===== config.mk =====
export PLATFORM = sky130hd
export DESIGN_NAME = sdram_bank_monitor
export DESIGN_NICKNAME = d
export VERILOG_FILES = /design/src/rtl/sdram_mon_pkg.sv /design/src/rtl/sdram_cmd_decode.sv /design/src/rtl/sdram_mode_guard.sv /design/src/rtl/sdram_bank_fsm.sv /design/src/rtl/sdram_bank_monitor.sv
export SDC_FILE = /design/constraint.sdc
export NUM_CORES = 1
export LEC_CHECK = 0
export ABC_CLOCK_PERIOD_IN_PS = 3000
export BUFFER_PORTS_ARGS = -buffer_cell sky130_fd_sc_hd__buf_2
export CELL_PAD_IN_SITES_DETAIL_PLACEMENT = 1
export CELL_PAD_IN_SITES_GLOBAL_PLACEMENT = 1
export CORE_MARGIN = 2
export CORE_UTILIZATION = 35
export DETAILED_ROUTE_END_ITERATION = 8
export PLACE_DENSITY = 0.68
export SETUP_SLACK_MARGIN = 0.02
export SLEW_MARGIN = 25
export SYNTH_ARGS = -nofsm -noshare
export SYNTH_HDL_FRONTEND = slang
export SYNTH_HIERARCHICAL = 1
export SYNTH_SLANG_ARGS = --single-unit

===== constraint.sdc =====
create_clock -name clk -period 3 [get_ports clk]
set_input_delay 0.45 -clock clk [delete_from_list [all_inputs] [get_ports clk]]
set_output_delay 0.45 -clock clk [all_outputs]
set_load 0.005 [all_outputs]

===== src/rtl/sdram_mon_pkg.sv =====
// Shared types of the DRAM bank command monitor.
// Assumes: bank state codes are visible on ports and must stay fixed.
package sdram_mon_pkg;

    typedef enum logic [1:0] {
        BANK_IDLE   = 2'b00,
        BANK_OPEN   = 2'b01,
        BANK_CLOSING = 2'b10
    } bank_st_e;

    typedef enum logic [2:0] {
        CMD_NONE  = 3'd0,
        CMD_MODE  = 3'd1,
        CMD_OPEN  = 3'd2,
        CMD_CLOSE = 3'd3,
        CMD_OTHER = 3'd4
    } cmd_e;

    typedef enum logic [2:0] {
        CAUSE_NONE      = 3'd0,
        CAUSE_MODE_BUSY = 3'd1,
        CAUSE_LOCKOUT   = 3'd2,
        CAUSE_NOT_CFG   = 3'd3,
        CAUSE_EARLY_OPEN = 3'd4,
        CAUSE_REOPEN    = 3'd5
    } cause_e;

endpackage


===== src/rtl/sdram_cmd_decode.sv =====
// Turns the command strobes into a command kind.
// Assumes: the caller samples the result on the rising clock edge; purely combinational.
module sdram_cmd_decode
    import sdram_mon_pkg::*;
(
    input  logic cke,
    input  logic cs_n,
    input  logic ras_n,
    input  logic cas_n,
    input  logic we_n,
    output cmd_e cmd
);

    // Decode the strobes; cke low or cs_n high yields no command.
    always_comb begin
        if (!cke || cs_n) begin
            cmd = CMD_NONE;
        end else begin
            case ({ras_n, cas_n, we_n})
                3'b000:  cmd = CMD_MODE;
                3'b011:  cmd = CMD_OPEN;
                3'b010:  cmd = CMD_CLOSE;
                3'b111:  cmd = CMD_NONE;
                default: cmd = CMD_OTHER;
            endcase
        end
    end

endmodule


===== src/rtl/sdram_mode_guard.sv =====
// Tracks whether a mode setting has been accepted since reset and runs the
// lockout window that follows one.
// Assumes: mode_go is asserted only for an accepted mode setting; LOCK_CYC >= 1.
module sdram_mode_guard #(
    parameter int LOCK_CYC = 2
) (
    input  logic clk,
    input  logic rst_n,
    input  logic mode_go,
    output logic configured,
    output logic locked
);

    localparam int LCK_W = $clog2(LOCK_CYC + 1);

    logic [LCK_W-1:0] lock_cnt;

    // Set the configured flag and reload the lockout counter on a mode setting.
    always_ff @(posedge clk) begin
        if (!rst_n) begin
            configured <= 1'b0;
            lock_cnt   <= '0;
        end else if (mode_go) begin
            configured <= 1'b1;
            lock_cnt   <= LCK_W'(LOCK_CYC);
        end else if (lock_cnt != '0) begin
            lock_cnt   <= lock_cnt - LCK_W'(1);
        end
    end

    // The window is open while the counter is non-zero.
    always_comb locked = (lock_cnt != '0);

endmodule


===== src/rtl/sdram_bank_fsm.sv =====
// State of one DRAM bank: idle, open on a row, or closing while a
// precharge-to-activate timer runs.
// Assumes: open_req only in the idle state; close_req in other states is ignored;
// PRE_TO_ACT >= 2 so that the closing state lasts at least one cycle.
module sdram_bank_fsm
    import sdram_mon_pkg::*;
#(
    parameter int ROW_W      = 12,
    parameter int PRE_TO_ACT = 3
) (
    input  logic             clk,
    input  logic             rst_n,
    input  logic             open_req,
    input  logic [ROW_W-1:0] row_in,
    input  logic             close_req,
    output bank_st_e         state,
    output logic [ROW_W-1:0] row
);

    localparam int CNT_W = $clog2(PRE_TO_ACT + 1);

    logic [CNT_W-1:0] wait_cnt;

    // Step the bank through open, closing and back to idle.
    always_ff @(posedge clk) begin
        if (!rst_n) begin
            state    <= BANK_IDLE;
            row      <= '0;
            wait_cnt <= '0;
        end else begin
            case (state)
                BANK_IDLE: begin
                    if (open_req) begin
                        state <= BANK_OPEN;
                        row   <= row_in;
                    end
                end
                BANK_OPEN: begin
                    if (close_req) begin
                        state    <= BANK_CLOSING;
                        wait_cnt <= CNT_W'(PRE_TO_ACT - 1);
                    end
                end
                BANK_CLOSING: begin
                    if (wait_cnt <= CNT_W'(1)) begin
                        state    <= BANK_IDLE;
                        wait_cnt <= '0;
                    end else begin
                        wait_cnt <= wait_cnt - CNT_W'(1);
                    end
                end
                default: state <= BANK_IDLE;
            endcase
        end
    end

endmodule


===== src/rtl/sdram_bank_monitor.sv =====
// Watches a multi-bank synchronous DRAM command bus, models each bank and
// reports illegal command sequences with a one-cycle error pulse and cause.
// Assumes: a single command per rising edge; flagged commands are treated as
// discarded by the device; read, write and refresh are not modelled.
module sdram_bank_monitor
    import sdram_mon_pkg::*;
#(
    parameter int NUM_BANKS    = 4,
    parameter int ROW_W        = 12,
    parameter int ALL_BANK_BIT = 10,
    parameter int PRE_TO_ACT   = 3,
    parameter int MODE_LOCK    = 2,
    localparam int BA_W        = $clog2(NUM_BANKS)
) (
    input  logic                       clk,
    input  logic                       rst_n,
    input  logic                       cke,
    input  logic                       cs_n,
    input  logic                       ras_n,
    input  logic                       cas_n,
    input  logic                       we_n,
    input  logic [ROW_W-1:0]           addr,
    input  logic [BA_W-1:0]            ba,
    output logic [2*NUM_BANKS-1:0]     bank_state,
    output logic [ROW_W*NUM_BANKS-1:0] open_row,
    output logic                       err_valid,
    output logic [2:0]                 err_code
);

    cmd_e             cmd;
    cause_e           cause;
    logic             mode_go;
    logic             open_go;
    logic             close_go;
    logic             configured;
    logic             locked;
    logic             all_idle;
    bank_st_e         st   [NUM_BANKS];
    logic [ROW_W-1:0] rows [NUM_BANKS];

    sdram_cmd_decode u_decode (
        .cke   (cke),
        .cs_n  (cs_n),
        .ras_n (ras_n),
        .cas_n (cas_n),
        .we_n  (we_n),
        .cmd   (cmd)
    );

    sdram_mode_guard #(
        .LOCK_CYC (MODE_LOCK)
    ) u_guard (
        .clk        (clk),
        .rst_n      (rst_n),
        .mode_go    (mode_go),
        .configured (configured),
        .locked     (locked)
    );

    // Reduce the bank states to a single all-idle flag.
    always_comb begin
        all_idle = 1'b1;
        for (int b = 0; b < NUM_BANKS; b++) begin
            if (st[b] != BANK_IDLE) all_idle = 1'b0;
        end
    end

    // Judge the sampled command and choose its cause; highest priority first.
    always_comb begin
        cause    = CAUSE_NONE;
        mode_go  = 1'b0;
        open_go  = 1'b0;
        close_go = 1'b0;
        if (cmd != CMD_NONE) begin
            if (locked) begin
                cause = CAUSE_LOCKOUT;
            end else begin
                case (cmd)
                    CMD_MODE: begin
                        if (!all_idle) cause = CAUSE_MODE_BUSY;
                        else           mode_go = 1'b1;
                    end
                    CMD_OPEN: begin
                        if (!configured)                  cause = CAUSE_NOT_CFG;
                        else if (st[ba] == BANK_OPEN)     cause = CAUSE_REOPEN;
                        else if (st[ba] == BANK_CLOSING)  cause = CAUSE_EARLY_OPEN;
                        else                              open_go = 1'b1;
                    end
                    CMD_CLOSE: begin
                        if (!configured) cause = CAUSE_NOT_CFG;
                        else             close_go = 1'b1;
                    end
                    default: ;
                endcase
            end
        end
    end

    generate
        for (genvar b = 0; b < NUM_BANKS; b++) begin : g_bank
            logic open_sel;
            logic close_sel;

            // Route the accepted command to this bank.
            always_comb begin
                open_sel  = open_go && (ba == BA_W'(b));
                close_sel = close_go && (addr[ALL_BANK_BIT] || (ba == BA_W'(b)));
            end

            sdram_bank_fsm #(
                .ROW_W      (ROW_W),
                .PRE_TO_ACT (PRE_TO_ACT)
            ) u_bank (
                .clk       (clk),
                .rst_n     (rst_n),
                .open_req  (open_sel),
                .row_in    (addr),
                .close_req (close_sel),
                .state     (st[b]),
                .row       (rows[b])
            );

            // Flatten the bank view onto the output buses.
            always_comb begin
                bank_state[2*b +: 2]         = st[b];
                open_row[ROW_W*b +: ROW_W]   = rows[b];
            end
        end
    endgenerate

    // Register the error pulse and its cause.
    always_ff @(posedge clk) begin
        if (!rst_n) begin
            err_valid <= 1'b0;
            err_code  <= 3'd0;
        end else begin
            err_valid <= (cause != CAUSE_NONE);
            err_code  <= cause;
        end
    end

endmodule


==> impl_results.md, run 1 <==
- Post-synth EDFFs: 0
- Total of warnings raised by yosys: 6
- Maximum number of pins on one net before global-route repair: 17
- 1st-pass router iterations: 4
- Sum Neg Setup Slack: 0 ns
- Leak: 0.00154 uW
- Number of top-level pins: 81
- Final antenna-violating net count: 0
- Cell with the most instances after synthesis: sky130_fd_sc_hd__dfxtp_1
- Power density over cell area: 474 nW/um^2
- Post-route core utilization: 0.434
- Via count of the first global-routing pass: 2,452
- Initial antenna violation count: 0
- Count of state elements after synthesis: 71
- Final design area excluding fillers: 3730 um^2
- Capture instance of the worst register-to-register path: g_bank[0].u_bank/row[0]$_SDFFE_PN0P_
- Worst R2R Setup Slack: 0.48 ns
- Worst Setup Slack, final: 0.479 ns
- Clock Pin Slew Worst Setup and Hold Paths: 0.08 ns
- Outcome: complete, no violations
- Crit start category: flip-flop
- Floorplan Core Area: 8590 um^2
- Fraction of final layout cells with drive strength greater than 1: 0.301
- CTS-repair resized insts: 0
- DR vias/cell: 4.89
- Register area share after synthesis: 0.467
- Peak fanout along the critical path: 12
- Path category of the worst min-delay check: in -> reg
- Proportion of netlist area held by the largest area contributor: 0.467
- Number of DRC markers after the initial detailed-route iteration: 58
- Antenna diode instance count: 0
- Buffer levels on the longest clock path: 2
- Final Max Tran Viols: 0
- Commonest cells in the netlist: 71 x sky130_fd_sc_hd__dfxtp_1, 61 x sky130_fd_sc_hd__nor2_1, 52 x sky130_fd_sc_hd__mux2i_1
- Origin of the worst min-delay path: addr[4]
- I/O Buffers: 80
- Chip width: 97.3 um
- Area of the die: 9460 um^2
- Setup violation total in the final timing report: 0
- Maximum operating frequency: 397 MHz
- Post-synth design cell area: 3050 um^2
- Total half-perimeter wirelength after legalization and detailed placement: 5700 um
- Largest cells by area after synthesis: sky130_fd_sc_hd__dfxtp_1 47%, sky130_fd_sc_hd__mux2i_1 17%, sky130_fd_sc_hd__nor2_1 7.5%
- Clock insertion delay at the later pin of the skew report: 0.34 ns
- Wire length per cell after detailed routing: 15.4 um
- Hold endpoint: g_bank[2].u_bank/row[4]$_SDFFE_PN0P_
- Mean cell area of the mapped netlist: 10.2 um^2
- Highest Signal Layer: met4
- Clock Sink Count: 71
- Final global-route overflow total: 0
- Critical-path cell with the highest stage delay: sky130_fd_sc_hd__dfxtp_1
- Storage cell area: 1420 um^2
- Final critical-path share of the clock period: 0.840
- Starting density of the core: 0.354
- Clock buffer count from CTS: 9
- Worst flop-to-flop path startpoint: g_bank[1].u_bank/state[1]$_SDFFE_PN0P_
- Async set-reset flop share out of synthesis: 0
- Total Routing Usage GR: 0.168
- Final Hold Violating Endpoints: 0
- Placement Setup Slack: 0.268 ns
- Worst Path Class, Setup: reg -> reg
- Metal2 WL: 3690 um
- Area post-placement: 3540 um^2
- Growth of design area from synthesis to finish: 22.6%
- Number of vias in the routed layout: 2,446
- Clock period minus final worst setup slack: 2.52 ns
- Aggregate routed wire length: 7700 um
- First-pass GRT wire length: 12,700 um
- Final-layout fill cell count: 1,040
- Height of the chip: 97.3 um
- Worst setup skew after layout: 0.0140 ns
- Max Cap Viol: 0
- Clock H-tree levels: 3
- Worst endpoint data arrival time: 2.73 ns
- FF-to-FF path depth: 9
- Worst Tran Pin Value: 0.526 ns
- Post-synthesis cell type with the largest combined area: sky130_fd_sc_hd__dfxtp_1
- Final net count: 409
- CTS tree: built
- Final instance count without filler cells: 500
- Hold path depth: 3
- CP max stage delay: 0.64 ns
- Post-Synthesis Cells: 299
- Row cnt: 34
- Endpoint class of the critical path: flip-flop
- Count of hold buffers inserted by post-cts repair: 0
- Number of setup buffers added after CTS: 0
- Crit path cell chain: mux4_2 > inv_1 > ha_1 > nand2_1 > nor3_1 > nor3b_4 > buf_4 > mux2i_1 > nor2_1
- Worst path required time: 3.21 ns
- Prevailing post-synth register cell: sky130_fd_sc_hd__dfxtp_1
- Clock root buffer master: sky130_fd_sc_hd__clkbuf_8
- Area used by multi-input combinational logic: 1460 um^2
- Routed length on met1: 3640 um
- Met3 wire length: 200 um
- Highest ir drop seen on vdd: 229 uV
- Unique cell type count in the Yosys netlist: 34
- Placer congestion estimate: 0.783
- Number of nets in the synthesized netlist: 321
- Drt drc: 0
- Headroom to the max-slew limit: 0.646
- Placed insts: 484
- Setup repair after global routing missed its margin: no
[metal layers]
metal | global-route usage | vias to the layer above
met5 | 0 | -
met1 | 0.219 | 1174
met3 | 0.0252 | 14
met4 | 0.0748 | 0
met2 | 0.278 | 46
li1 | - | 1212
[kinds of logic (layout without fill, tap and decap cells)]
| kind of cell | count (synthesis) | in the layout | synth area share |
|---|---|---|---|
| mux | 54 | 54 | 0.187 |
| simple gates | 113 | 113 | 0.209 |
| buf+inv | 23 | 116 | 0.0530 |
| flops | 71 | 71 | 0.467 |
| fa+ha+maj | 1 | 1 | 0.00411 |
| compound gates | 37 | 37 | 0.0805 |
[worst max-delay path, delay by kind of cell, from the launching register on]
kind          cells  cell delay (ns)
flops             1             0.64
fa+ha+maj         1             0.30
mux               2             0.56
simple gates      4             0.58
buf+inv           2             0.30
[per-stage QoR]
step,total power (uW),hold slack [ns]
after floorplan,995,0.422
after global placement,1030,0.432
after detailed placement,1030,0.440
after CTS,1800,0.409
after global routing,1850,0.427
final,1770,0.418
[power breakdown]
part	switching (uW)	leakage, uW	internal (uW)
Combinational	44.8	0.000882	20.2
Sequential	1.09	0.000572	943
Clock	373	0.0000891	388
Total	419	0.00154	1350
[sequential cells by signal, indices dropped and copies added (netlist names)]
signal / cells
g_bank.u_bank/state: 8
err_code: 3
u_guard/lock_cnt: 2
u_guard/configured: 1
g_bank.u_bank/row: 48
err_valid: 1
g_bank.u_bank/wait_cnt: 8
[cell type report]
cell class,count,area share
clock buffer,10,0.0342
multi-input combinational,205,0.392
timing repair buffer,91,0.129
tap,108,0.0362
clock inverter,6,0.0188
sequential,71,0.381
inverter,9,0.00905
[cell usage in the layout (no fill, tap or decap), types with 2 or more instances in the layout]
master and n:
sky130_fd_sc_hd__clkinvlp_4 3, sky130_fd_sc_hd__buf_2 80, sky130_fd_sc_hd__clkbuf_8 9, sky130_fd_sc_hd__buf_4 11
sky130_fd_sc_hd__a21oi_1 12, sky130_fd_sc_hd__and3_1 2, sky130_fd_sc_hd__nand3b_1 5, sky130_fd_sc_hd__nor2b_1 4
sky130_fd_sc_hd__nor3_1 9, sky130_fd_sc_hd__a311oi_1 4, sky130_fd_sc_hd__nor4_4 2, sky130_fd_sc_hd__mux2i_1 52
sky130_fd_sc_hd__o21a_1 12, sky130_fd_sc_hd__nor2_1 61, sky130_fd_sc_hd__o21ai_0 6, sky130_fd_sc_hd__or3b_1 5
sky130_fd_sc_hd__nor3b_4 4, sky130_fd_sc_hd__nand2_1 12, sky130_fd_sc_hd__inv_1 9, sky130_fd_sc_hd__dfxtp_1 71
[worst max-delay path by stage]
stage	from	to	cells after the start
3_3_place_gp	ba[0]	g_bank[0].u_bank/row[8]$_SDFFE_PN0P_	9
2_1_floorplan	ba[0]	g_bank[0].u_bank/row[0]$_SDFFE_PN0P_	9
3_5_place_dp	ba[0]	g_bank[0].u_bank/row[0]$_SDFFE_PN0P_	9
5_1_grt	g_bank[1].u_bank/state[1]$_SDFFE_PN0P_	g_bank[0].u_bank/row[11]$_SDFFE_PN0P_	9
4_1_cts	g_bank[1].u_bank/state[1]$_SDFFE_PN0P_	g_bank[0].u_bank/row[0]$_SDFFE_PN0P_	9
6_report	g_bank[1].u_bank/state[1]$_SDFFE_PN0P_	g_bank[0].u_bank/row[0]$_SDFFE_PN0P_	9
(Power assumes the default switching activity.)
==> inputs of run 2 (changes only) <==
--- a/config.mk
+++ b/config.mk
@@ -5,7 +5,7 @@
 export SDC_FILE = /design/constraint.sdc
 export NUM_CORES = 1
 export LEC_CHECK = 0
-export ABC_CLOCK_PERIOD_IN_PS = 3000
+export ABC_CLOCK_PERIOD_IN_PS = 2320
 export BUFFER_PORTS_ARGS = -buffer_cell sky130_fd_sc_hd__buf_2
 export CELL_PAD_IN_SITES_DETAIL_PLACEMENT = 1
 export CELL_PAD_IN_SITES_GLOBAL_PLACEMENT = 1
==> constraint.sdc (replaced) <==
create_clock -name clk -period 2.32 [get_ports clk]
set_input_delay 0.348 -clock clk [delete_from_list [all_inputs] [get_ports clk]]
set_output_delay 0.348 -clock clk [all_outputs]
set_load 0.005 [all_outputs]
==> impl_results.md, run 2 (synthesis results as in run 1) <==
- Outcome: complete, no violations
- Total power draw: 2230 uW (+26%)
- Peak fanout along the critical path: 6 (-6)
- Via count of the first global-routing pass: 2,592 (+5.7%)
- Storage cell area: 1420 um^2 (unchanged)
- Height of the chip: 97.3 um (unchanged)
- CTS tree: built
- Total Routing Usage GR: 0.177 (+0.00899)
- Final-layout fill cell count: 1,033 (-0.67%)
- Final Hold Violating Endpoints: 0 (unchanged)
- Highest ir drop seen on vdd: 254 uV (+11%)
- Final global-route overflow total: 0 (unchanged)
- Kind of cell adding the most delay to the critical path: multiplexers
- Area used by multi-input combinational logic: 1500 um^2 (+2.7%)
- Clock buffer count from CTS: 9 (unchanged)
- Commonest non-fill, non-tap cells in the layout: 80 x sky130_fd_sc_hd__buf_2, 71 x sky130_fd_sc_hd__dfxtp_1, 61 x sky130_fd_sc_hd__nor2_1
- Worst Path Class, Setup: reg -> reg
- Buffer levels on the longest clock path: 2 (unchanged)
- I/O Buffers: 80 (unchanged)
- Headroom to the max-slew limit: 0.507 (-0.139)
- DR vias/cell: 4.94 (+0.97%)
- Path category of the worst min-delay check: in -> reg
- Setup repair after global routing missed its margin: yes
- Worst Tran Pin Value: 0.734 ns (+0.207 ns)
- Critical-path cell with the highest stage delay: sky130_fd_sc_hd__mux4_2
- Number of DRC markers after the initial detailed-route iteration: 79 (+36%)
- Row cnt: 34 (unchanged)
- Clock Pin Slew Worst Setup and Hold Paths: 0.08 ns (about the same)
- 1st-pass router iterations: 4 (unchanged)
- Aggregate routed wire length: 8220 um (+6.8%)
- Maximum operating frequency: 452 MHz (+14%)
- Chip width: 97.3 um (unchanged)
- Clock insertion delay at the later pin of the skew report: 0.35 ns (about the same)
- Most common cell after layout, fill and taps aside: sky130_fd_sc_hd__buf_2
- Crit path cell chain: mux4_2 > ha_4 > and3_4 > nor3b_4 > buf_4 > clkbuf_16 > mux2i_1 > nor2_1
- Fraction of final layout cells with drive strength greater than 1: 0.341 (+0.0397)
- Minimum hold slack: 0.281 ns (-0.137 ns)
- Growth of design area from synthesis to finish: 28.7%
- Sum of buffers and inverters on the critical path: 2 (unchanged)
- Clock period minus final worst setup slack: 2.21 ns (-0.310 ns)
- Final Max Tran Viols: 0 (unchanged)
- Leak: 0.00162 uW (+5.0%)
- Final critical-path share of the clock period: 0.953 (+0.113)
- Floorplan Core Area: 8590 um^2 (unchanged)
- Max Cap Viol: 0 (unchanged)
- Final antenna-violating net count: 0 (unchanged)
- Crit start category: flip-flop
- Placer congestion estimate: 0.783 (about the same)
- Endpoint class of the critical path: flip-flop
- CP max stage delay: 0.50 ns (-0.14 ns)
- First-pass GRT wire length: 13,400 um (+5.8%)
- Worst setup skew after layout: 0.0110 ns (-0.00298 ns)
- Power density over cell area: 568 nW/um^2 (+20%)
- Clock Sink Count: 71 (unchanged)
- Wire length per cell after detailed routing: 16.0 um (+4.1%)
- Worst Setup Slack, final: 0.110 ns (-0.370 ns)
- Number of flip-flops in the largest register: 48 (unchanged)
- Number of top-level pins: 81 (unchanged)
- Setup violation total in the final timing report: 0 (unchanged)
- Sum Neg Setup Slack: 0 ns (unchanged)
- Number of vias in the routed layout: 2,534 (+3.6%)
- Clock H-tree levels: 3 (unchanged)
- Largest registers in the final layout: g_bank.u_bank/row (48), g_bank.u_bank/state (8), g_bank.u_bank/wait_cnt (8)
- Drt drc: 0 (unchanged)
- Final instance count without filler cells: 513 (+2.6%)
- Antenna diode instance count: 0 (unchanged)
- Register bank with the most flops: g_bank.u_bank/row
- Area of the die: 9460 um^2 (unchanged)
- Placed insts: 493 (+1.9%)
- Maximum number of pins on one net before global-route repair: 17 (unchanged)
- Clock root buffer master: sky130_fd_sc_hd__clkbuf_8
- Starting density of the core: 0.354 (unchanged)
- Total half-perimeter wirelength after legalization and detailed placement: 5800 um (+1.8%)
- Worst endpoint data arrival time: 2.43 ns (-0.30 ns)
- Initial antenna violation count: 0 (unchanged)
- Final net count: 422 (+3.2%)
- Placement Setup Slack: -0.275 ns (-0.543 ns)
- Worst path required time: 2.54 ns (-0.67 ns)
run 2: changes by cell type in the layout (fill, tap and decap cells not counted), moves of 2 or more:
| cell | delta |
|---|---|
| sky130_fd_sc_hd__nor3_4 | +2 |
| sky130_fd_sc_hd__clkinv_4 | +2 |
| sky130_fd_sc_hd__buf_6 | +2 |
| sky130_fd_sc_hd__nor3_1 | -2 |
| sky130_fd_sc_hd__buf_4 | +7 |
| sky130_fd_sc_hd__buf_12 | +3 |
run 2: stage by stage:
step                utilization  cell area [um^2]
floorplan                     -              3080
global placement          0.426              3660
detailed placement        0.426              3660
CTS                       0.448              3850
global route              0.456              3920
finish                    0.456              3920
run 2: worst min-delay path: cells and delay by family:
family / cells / cell delay, ns
buffers and inverters: 1 / 0.11
multiplexers: 1 / 0.07
AND/OR/NAND/NOR: 1 / 0.07
run 2: report_power, final:
| group | internal (uW) | switching, uW | leakage (uW) |
|---|---|---|---|
| Combinational | 31.2 | 59.9 | 0.000960 |
| Sequential | 1220 | 1.25 | 0.000572 |
| Clock | 420 | 493 | 0.0000885 |
run 2: worst paths after layout:
kind	from	cells past startpoint	end	slack [ns]
min reg2reg	u_guard/lock_cnt[0]$_SDFFE_PP0P_	1	u_guard/lock_cnt[0]$_SDFFE_PP0P_	0.46
max reg2reg	g_bank[3].u_bank/state[0]$_SDFFE_PN0P_	8	g_bank[2].u_bank/row[6]$_SDFFE_PN0P_	0.11
max	g_bank[3].u_bank/state[0]$_SDFFE_PN0P_	8	g_bank[2].u_bank/row[6]$_SDFFE_PN0P_	0.11
min	addr[6]	3	g_bank[3].u_bank/row[6]$_SDFFE_PN0P_	0.28
run 2: layout make-up:
| cell class | instances | share of cell area |
|---|---|---|
| clock inverters | 6 | 0.0118 |
| well taps | 108 | 0.0345 |
| multi-input cells | 205 | 0.383 |
| repair buffers | 104 | 0.164 |
| clock buffers | 10 | 0.0351 |
| flip-flops and latches | 71 | 0.363 |
| inverters | 9 | 0.00862 |
run 2: metal layers:
| metal | up-vias | wire, um | part of all wire | track usage |
|---|---|---|---|---|
| met1 | 1240 | 3680 | 0.45 | 0.214 |
| met5 | - | 0 | 0 | 0 |
| li1 | 1232 | - | - | - |
| met2 | 48 | 4170 | 0.51 | 0.313 |
| met4 | 0 | 134 | 0.016 | 0.0673 |
| met3 | 14 | 240 | 0.029 | 0.0345 |
run 2: timing repair:
item / in CTS / in global routing
pin swaps: 0 / 1
setup endpoints to repair: 6 / 16
gates resized for setup: 1 / 5
hold buffers: 0 / 0
gates cloned: 0 / 1
setup buffers: 0 / 3
